$ cat config.mk
export PLATFORM = sky130hd
export DESIGN_NAME = cpu_ratio_gen
export DESIGN_NICKNAME = d
export VERILOG_FILES = /design/src/rtl/cpuratio_pkg.sv /design/src/rtl/cpuratio_regs.sv /design/src/rtl/cpuratio_core.sv /design/src/rtl/cpu_ratio_gen.sv
export SDC_FILE = /design/constraint.sdc
export NUM_CORES = 1
export LEC_CHECK = 0
export ABC_AREA = 1
export BUFFER_PORTS_ARGS = -buffer_cell sky130_fd_sc_hd__buf_2
export CAP_MARGIN = 20
export CELL_PAD_IN_SITES_DETAIL_PLACEMENT = 1
export CELL_PAD_IN_SITES_GLOBAL_PLACEMENT = 1
export CORE_ASPECT_RATIO = 0.5
export CORE_UTILIZATION = 35
export CTS_CLUSTER_DIAMETER = 200
export DETAILED_ROUTE_END_ITERATION = 10
export PLACE_DENSITY_LB_ADDON = 0.1
export REMOVE_ABC_BUFFERS = 1
export SLEW_MARGIN = 20
export SYNTH_ARGS = -nofsm -noshare
export SYNTH_HDL_FRONTEND = slang
export SYNTH_SLANG_ARGS = --single-unit
$ cat constraint.sdc
create_clock -name clk -period 2.8 [get_ports clk]
set_input_delay 0.84 -clock clk [delete_from_list [all_inputs] [get_ports clk]]
set_output_delay 0.84 -clock clk [all_outputs]
set_load 0.005 [all_outputs]
$ cat src/rtl/cpuratio_pkg.sv
package cpuratio_pkg;

  // Register word layout (positions decoded by software)
  localparam int REG_W     = 32;
  localparam int SRC_LSB   = 4;
  localparam int SRC_W     = 2;
  localparam int DIV_LSB   = 8;
  localparam int DIV_W     = 6;
  localparam int GATE_LSB  = 24;
  localparam int N_OUT     = 4;

  // Ratio families
  localparam int PERIOD_WIDE   = 6;   // mode 1: 6:3:2:1
  localparam int PERIOD_NARROW = 4;   // mode 0: 4:2:2:1
  localparam int PH_W          = $clog2(PERIOD_WIDE);

  // Source select codes
  localparam logic [SRC_W-1:0] SEL_DDR = 2'b10;
  localparam logic [SRC_W-1:0] SEL_IO  = 2'b11;

  // Configuration carried from the register bank to the datapath
  typedef struct packed {
    logic [SRC_W-1:0] srcSel;
    logic [DIV_W-1:0] divisor;
    logic             ratioMode;
    logic [N_OUT-1:0] gate;
  } cfgBus_t;

  // Base ticks between pulses of output idx
  function automatic int unsigned ratioOf(int idx, logic mode);
    case (idx)
      0:       return 1;
      1:       return 2;
      2:       return mode ? 3 : 2;
      default: return mode ? 6 : 4;
    endcase
  endfunction

endpackage

$ cat src/rtl/cpuratio_regs.sv
module cpuratio_regs
  import cpuratio_pkg::*;
(
  input  logic             clk,
  input  logic             rstN,
  input  logic             wrEn,
  input  logic             regSel,
  input  logic [REG_W-1:0] wrData,
  output logic [REG_W-1:0] rdData,
  output cfgBus_t          cfg
);

  localparam logic [DIV_W-1:0] DIV_RESET = DIV_W'(1);

  logic [SRC_W-1:0] srcSelQ;
  logic [DIV_W-1:0] divQ;
  logic [N_OUT-1:0] gateQ;
  logic             modeQ;

  always_ff @(posedge clk) begin
    if (!rstN) begin
      srcSelQ <= '0;
      divQ    <= DIV_RESET;
      gateQ   <= '0;
      modeQ   <= 1'b0;
    end else if (wrEn) begin
      if (regSel) begin
        modeQ <= wrData[0];
      end else begin
        srcSelQ <= wrData[SRC_LSB +: SRC_W];
        divQ    <= wrData[DIV_LSB +: DIV_W];
        gateQ   <= wrData[GATE_LSB +: N_OUT];
      end
    end
  end

  always_comb begin
    rdData = '0;
    if (regSel) begin
      rdData[0] = modeQ;
    end else begin
      rdData[SRC_LSB +: SRC_W]  = srcSelQ;
      rdData[DIV_LSB +: DIV_W]  = divQ;
      rdData[GATE_LSB +: N_OUT] = gateQ;
    end
  end

  always_comb begin
    cfg.srcSel    = srcSelQ;
    cfg.divisor   = divQ;
    cfg.ratioMode = modeQ;
    cfg.gate      = gateQ;
  end

endmodule

$ cat src/rtl/cpuratio_core.sv
module cpuratio_core
  import cpuratio_pkg::*;
(
  input  logic             clk,
  input  logic             rstN,
  input  cfgBus_t          cfg,
  input  logic             armTick,
  input  logic             ddrTick,
  input  logic             ioTick,
  output logic [N_OUT-1:0] rateEn
);

  localparam logic [PH_W-1:0] LAST_WIDE   = PH_W'(PERIOD_WIDE - 1);
  localparam logic [PH_W-1:0] LAST_NARROW = PH_W'(PERIOD_NARROW - 1);

  logic             srcTick;
  logic [DIV_W-1:0] divCnt;
  logic [PH_W-1:0]  phase;
  logic [DIV_W-1:0] shDiv;
  logic             shMode;
  logic             atBoundary;
  logic [DIV_W-1:0] rawDiv;
  logic [DIV_W-1:0] divLast;
  logic             effMode;
  logic [PH_W-1:0]  phaseLast;
  logic             baseHit;
  logic [N_OUT-1:0] phaseHit;

  // Source select
  always_comb begin
    case (cfg.srcSel)
      SEL_DDR: srcTick = ddrTick;
      SEL_IO:  srcTick = ioTick;
      default: srcTick = armTick;
    endcase
  end

  // Settings are sampled only while sitting on a period boundary
  assign atBoundary = (divCnt == '0) && (phase == '0);
  assign rawDiv     = atBoundary ? cfg.divisor   : shDiv;
  assign effMode    = atBoundary ? cfg.ratioMode : shMode;
  assign divLast    = (rawDiv == '0) ? '0 : rawDiv - DIV_W'(1);
  assign phaseLast  = effMode ? LAST_WIDE : LAST_NARROW;
  assign baseHit    = srcTick && (divCnt == divLast);

  always_ff @(posedge clk) begin
    if (!rstN) begin
      shDiv  <= DIV_W'(1);
      shMode <= 1'b0;
    end else if (atBoundary) begin
      shDiv  <= cfg.divisor;
      shMode <= cfg.ratioMode;
    end
  end

  // Divider and period phase
  always_ff @(posedge clk) begin
    if (!rstN) begin
      divCnt <= '0;
      phase  <= '0;
    end else if (srcTick) begin
      if (baseHit) begin
        divCnt <= '0;
        phase  <= (phase == phaseLast) ? '0 : phase + PH_W'(1);
      end else begin
        divCnt <= divCnt + DIV_W'(1);
      end
    end
  end

  // Per-output phase decode
  for (genvar gi = 0; gi < N_OUT; gi++) begin : g_out
    assign phaseHit[gi] = ((int'(phase) % int'(ratioOf(gi, effMode))) == 0);
  end

  always_ff @(posedge clk) begin
    if (!rstN) begin
      rateEn <= '0;
    end else begin
      rateEn <= baseHit ? (phaseHit & cfg.gate) : '0;
    end
  end

endmodule

$ cat src/rtl/cpu_ratio_gen.sv
module cpu_ratio_gen
  import cpuratio_pkg::*;
(
  input  logic             clk,
  input  logic             rstN,
  input  logic             regWrEn,
  input  logic             regSel,
  input  logic [REG_W-1:0] regWrData,
  output logic [REG_W-1:0] regRdData,
  input  logic             armTick,
  input  logic             ddrTick,
  input  logic             ioTick,
  output logic [N_OUT-1:0] rateEn
);

  cfgBus_t cfgBus;

  cpuratio_regs uRegs (
    .clk    (clk),
    .rstN   (rstN),
    .wrEn   (regWrEn),
    .regSel (regSel),
    .wrData (regWrData),
    .rdData (regRdData),
    .cfg    (cfgBus)
  );

  cpuratio_core uCore (
    .clk     (clk),
    .rstN    (rstN),
    .cfg     (cfgBus),
    .armTick (armTick),
    .ddrTick (ddrTick),
    .ioTick  (ioTick),
    .rateEn  (rateEn)
  );

endmodule

* Word-level counts from Yosys, hierarchy flattened
Index checks and enable logic that the tools add are counted.
** Storage, ports and cells
- Word-level logic and storage cells :: 45
- Bits in registers :: 33
- Bits of input ports :: 39
** Operators by class
- Multiplexer cells :: 13
- Div/mod/pow operators :: 2
- $add $sub $neg :: 3
- Reduce and logical (&&, ||, !) cells :: 12
- Bitwise operators :: 2
- Equality and inequality tests :: 4
** Operators with widths (number)
- zero test 32 bit :: 3
- modulo 4 x 32 -> 32 bit :: 2
- 2-to-1 mux 6 bit :: 4
- zero test 6 bit :: 2
- AND reduction 2 bit :: 4
- adder 6 x 1 -> 6 bit, second input constant :: 1
- equality test 6 bit :: 1
- 2-to-1 mux 3 bit :: 2
- subtractor 6 x 1 -> 6 bit, second input constant :: 1
- AND 4 bit :: 1
- equality test 2 bit, second input constant :: 2
- 2-to-1 mux 2 bit :: 2
- 2-to-1 mux 4 bit :: 1
- adder 3 x 1 -> 3 bit, second input constant :: 1
- equality test 3 bit :: 1
- zero test 3 bit :: 1
- 2-to-1 mux 1 bit :: 3
- logical AND 1 bit :: 2
- one-hot mux 1 bit (2 select lines) :: 1
- NOT 1 bit :: 1

* Longest topological paths before layout
- Depth in word-level cells :: 8
- Mapped depth :: 20
- Mapped depth without buffers :: 19

* By module
From an unflattened synthesis, not the netlist that was laid out.
** Unflattened totals
- Cells, all modules :: 367
- Area, all modules :: 2404.8 sq um
** By module, submodules not included
- cpuratio_core :: area an instance 1586.5 sq um, sequential area each 400.4 sq um, cells each 236, times used 1
- cpuratio_regs :: area an instance 818.3 sq um, sequential area each 260.2 sq um, cells each 131, times used 1

* Worst setup path after synthesis
Ideal clock, no wire load.
- Kind :: register to register
- Start :: register uCore.phase[0]
- End :: register uCore.divCnt[4]
- Setup slack :: 0.411 ns
- Data required time :: 2.684 ns
- Setup time :: 0.116 ns
- Arrival :: 2.274 ns
- Stages on the path, launching flop included :: 20
- Cell sequence :: dfxtp_1 inv_1 ha_1 nand3_4 nor2_4 buf_6 nand2_1 nand2_2 ha_1 nand3_1 nor2_1 nand2_2 nand3_1 nand2_1 inv_1 nand2_2 nor2_8 nand2_4 nand2_1 nor2_1
** Between the ends
- Word-level cells in the longest chain between the ends :: 8
** RTL lines
- start: declaration :: RTL line cpuratio_core.sv:18 : logic [PH_W-1:0] phase;
- start signal: assignment :: RTL line cpuratio_core.sv:64 : phase <= (phase == phaseLast) ? '0 : phase + PH_W'(1);
- zero test 3 bit (*) :: RTL line cpuratio_core.sv:39 : assign atBoundary = (divCnt == '0) && (phase == '0);
- logical AND 1 bit (*) :: RTL line cpuratio_core.sv:39
- 2-to-1 mux 6 bit (*) :: RTL line cpuratio_core.sv:40 : assign rawDiv = atBoundary ? cfg.divisor : shDiv;
- subtractor 6 x 1 -> 6 bit / zero test 6 bit (equally long branches) :: RTL line cpuratio_core.sv:42 : assign divLast = (rawDiv == '0) ? '0 : rawDiv - DIV_W'(1);
- 2-to-1 mux 6 bit (*) :: RTL line cpuratio_core.sv:42
- equality test 6 bit (*) :: RTL line cpuratio_core.sv:44 : assign baseHit = srcTick && (divCnt == divLast);
- logical AND 1 bit (*) :: RTL line cpuratio_core.sv:44
- 2-to-1 mux 6 bit (*) :: RTL line cpuratio_core.sv:62 : if (baseHit) begin
- end signal: assignment :: RTL line cpuratio_core.sv:66 : divCnt <= divCnt + DIV_W'(1);
- end: declaration :: RTL line cpuratio_core.sv:17 : logic [DIV_W-1:0] divCnt;
Every way passes the cells marked *; elsewhere a longest branch is shown, timed or not.
A chain may end at the register's enable or synchronous reset.

* Worst setup path in the final report
- Start :: register uCore.phase[1]
- End :: register uCore.rateEn[3]
** Between the ends
- Word-level cells in the longest chain between the ends :: 8
** RTL lines
- parallel branches: the longest is 8 deep, another holds modulo 4 x 32 -> 32 bit
- end signal: assignment :: RTL line cpuratio_core.sv:80 : rateEn <= baseHit ? (phaseHit & cfg.gate) : '0;
- end: declaration :: RTL line cpuratio_core.sv:10 : output logic [N_OUT-1:0] rateEn
Parallel ways; which one is timed is not known.

==> results.txt <==
RSZ-0062 raised after global routing - false
overall routing resource usage - 17.9%
post-synthesis simple-gate area fraction - 34.3%
yosys warns - 0
Die Area - 0.00645 mm2
share of post-route cells with drive strength above 1 - 25.0%
top post-synthesis cells by count - nand2_1 (50), inv_1 (38), nor2_1 (37)
Hold Worst Slack - 471 ps
synthesized flop and latch total - 33
synth top area cells - dfxtp_1 (31%), nand2_1 (8.8%), buf_4 (6.7%)
Avg Cell Area, Syn - 7.11 um2
CP max FO - 5
H-tree levels - 2
Worst path slowest cell - dfxtp_1
worst min-delay path category - register to register
Max VDD drop - 0.309 mV
PD cells - 788 mW/mm2
sequential area share after synthesis - 30.9%
initial antenna violation count - 0
Synth cell types - 31
ANT cells - 0
I/O Pins - 75
Placer Congestion - 0.741
max-cap violations - 0
Worst-path clk slew - 60 ps
Setup WS post-layout - 219 ps
Max Fclk - 387 MHz
die span in x - 113 um
largest net degree at the start of global routing - 23
Synth Area in Compound Gates - 12.9%
cell taking the most area after synthesis - dfxtp_1
DRT iter0 DRCs - 52
post-CTS setup buffer count - 0
first-pass GRT wire length - 9070 um
Post-synth ARST share - 0%
final period utilization - 92.2%
P&R area growth vs syn - 17.2%
cell row count - 19
CP Capture Type - register
largest family of logic cells by synthesized area - simple AND/OR/NAND/NOR gates
Crit path arrival time - 2790 ps
LEAKAGE - 1.22 nW
vias per cell - 4.76
Synth Area in XOR/XNOR - 1.64%
CTS max path bufs - 2
CTS tree - yes
Buffers on Ports - 36
CP required - 3010 ps
CTS root buffer - clkbuf_16
Cells after Synth - 301
post_cts resized - 0
via count - 1983
Yosys top cell area share - 30.9%
routed len/inst - 12.4 um
utilization after layout - 44.1%
vias in the first global route - 2001
final period demand of the worst path - 2580 ps
top-count cell post-synth - nand2_1
Final HPWL DP - 4190 um
Setup TNS - 0 ps
pre-CTS setup slack - 186 ps
kind of critical path - register to register
Setup violations, final - 0
clock tree sinks - 33
Net count, final - 390
Worst setup SP type - register
Hold-fix buffers, CTS - 0
number of detailed-route iterations in the first pass - 4
Placed Cells - 409
Rel. slew slack - 60.0%
Final Skew - 4.32 ps
Layout Cells excl Fill - 417
Top FF cell, synth - dfxtp_1
post-synthesis adder-cell area fraction - 4.68%
Clock Latency Late Sink - 280 ps
DIE HEIGHT - 57.3 um
Post-DRT Antenna Nets - 0
GR Overflow Total - 0
Hold Fails Final Rpt - 0
initial core utilization - 37.7%
Tightest Pin Transition - 600 ps
post-synthesis mux area share - 0%
CP Cell Sequence - inv_1, ha_2, nand3_4, nor2_4, o21ai_0, inv_1, ha_1, nand2_1, o21ai_0, nand4_1, o31ai_1, nand3_1, nor2_1
status - complete, no violations
core area - 0.00568 mm2
drc violations - 0
slowest stage delay, CP - 410 ps
Num CTS Buffers - 5
number of enable flip-flop cells after synthesis - 0
Slew Limit Fails - 0
Cell Area, Synth - 0.00214 mm2
final WL - 5190 um
[critical path, delay by kind of cell, from the launching register on]
kind                     cells  cell delay [ps]
adder cells (fa/ha/maj)      2              560
buffers and inverters        2              270
AND/OR/NAND/NOR              6              640
AO/OA/AOI/OAI                3              620
flip-flops                   1              410
[area by class of cell]
cell class | instances | area (um2)
repair buffers | 43 | 233
fillers | 751 | 3170
clock inverters | 2 | 13.8
multi-input cells | 221 | 1220
flip-flops and latches | 33 | 661
well taps | 73 | 91.3
inverters | 39 | 146
clock buffers | 6 | 139
[cell families after synthesis]
group,count (synthesis)
AO/OA/AOI/OAI,49
XOR/XNOR,4
adder cells (fa/ha/maj),8
buffers and inverters,65
flip-flops,33
other,1
AND/OR/NAND/NOR,141
[final timing paths]
kind	from	endpoint	slack [ps]	cells after the start
worst max-delay path	uCore.phase[1]	uCore.rateEn[3]	220	13
worst min-delay path	uRegs.modeQ	uRegs.modeQ	470	2
worst max register to register	uCore.phase[1]	uCore.rateEn[3]	220	13
worst min register to register	uRegs.modeQ	uRegs.modeQ	470	2
[stage by stage]
| stage | total power, mW | cell area (um2) |
|---|---|---|
| finish | 1.98 | 2510 |
| global route | 2.13 | 2510 |
| CTS | 2.00 | 2500 |
| floorplan | 1.19 | 2020 |
| global placement | 1.39 | 2350 |
| detailed placement | 1.42 | 2350 |
[per-layer routing]
| metal | track usage [%] | vias to the layer above | wire length [um] |
|---|---|---|---|
| li1 | - | 1001 | - |
| met1 | 22.4 | 926 | 2530 |
| met2 | 31.1 | 47 | 2350 |
| met3 | 4.57 | 9 | 249 |
| met4 | 4.95 | 0 | 61 |
| met5 | 0 | - | 0 |
[report_power, final]
part	leakage (nW)	total (mW)	switching, mW	internal [mW]
sequential	0.270	0.547	0.0243	0.522
combinational	0.868	0.867	0.548	0.319
clock	0.0768	0.562	0.209	0.353
[registers in the layout, indices dropped and copies added, names as in the netlist]
signal / cells
uCore.divCnt: 6
uCore.phase: 3
uCore.rateEn: 4
uCore.shDiv: 6
uCore.shMode: 1
uRegs.divQ: 6
uRegs.gateQ: 4
uRegs.modeQ: 1
uRegs.srcSelQ: 2
[placed cells by master, fill, tap and decap left out, types with 2 or more instances in the layout]
master     count
conb_1        19
nand3_4        2
inv_1         38
nor2_1        36
nand2_4        4
nor3_1         3
nand2_1       49
clkbuf_16      5
nand2_2       14
buf_4          7
o21ai_2        2
o21ai_1        2
nor2_8         2
nor2_2         2
dfxtp_1       33
ha_1           7
nand4_1        3
nand3_2        5
buf_2         36
nand3_1       19
o21bai_1       4
xor2_1         4
a21oi_1       17
o21ai_0       20
(Power assumes the default switching activity.)
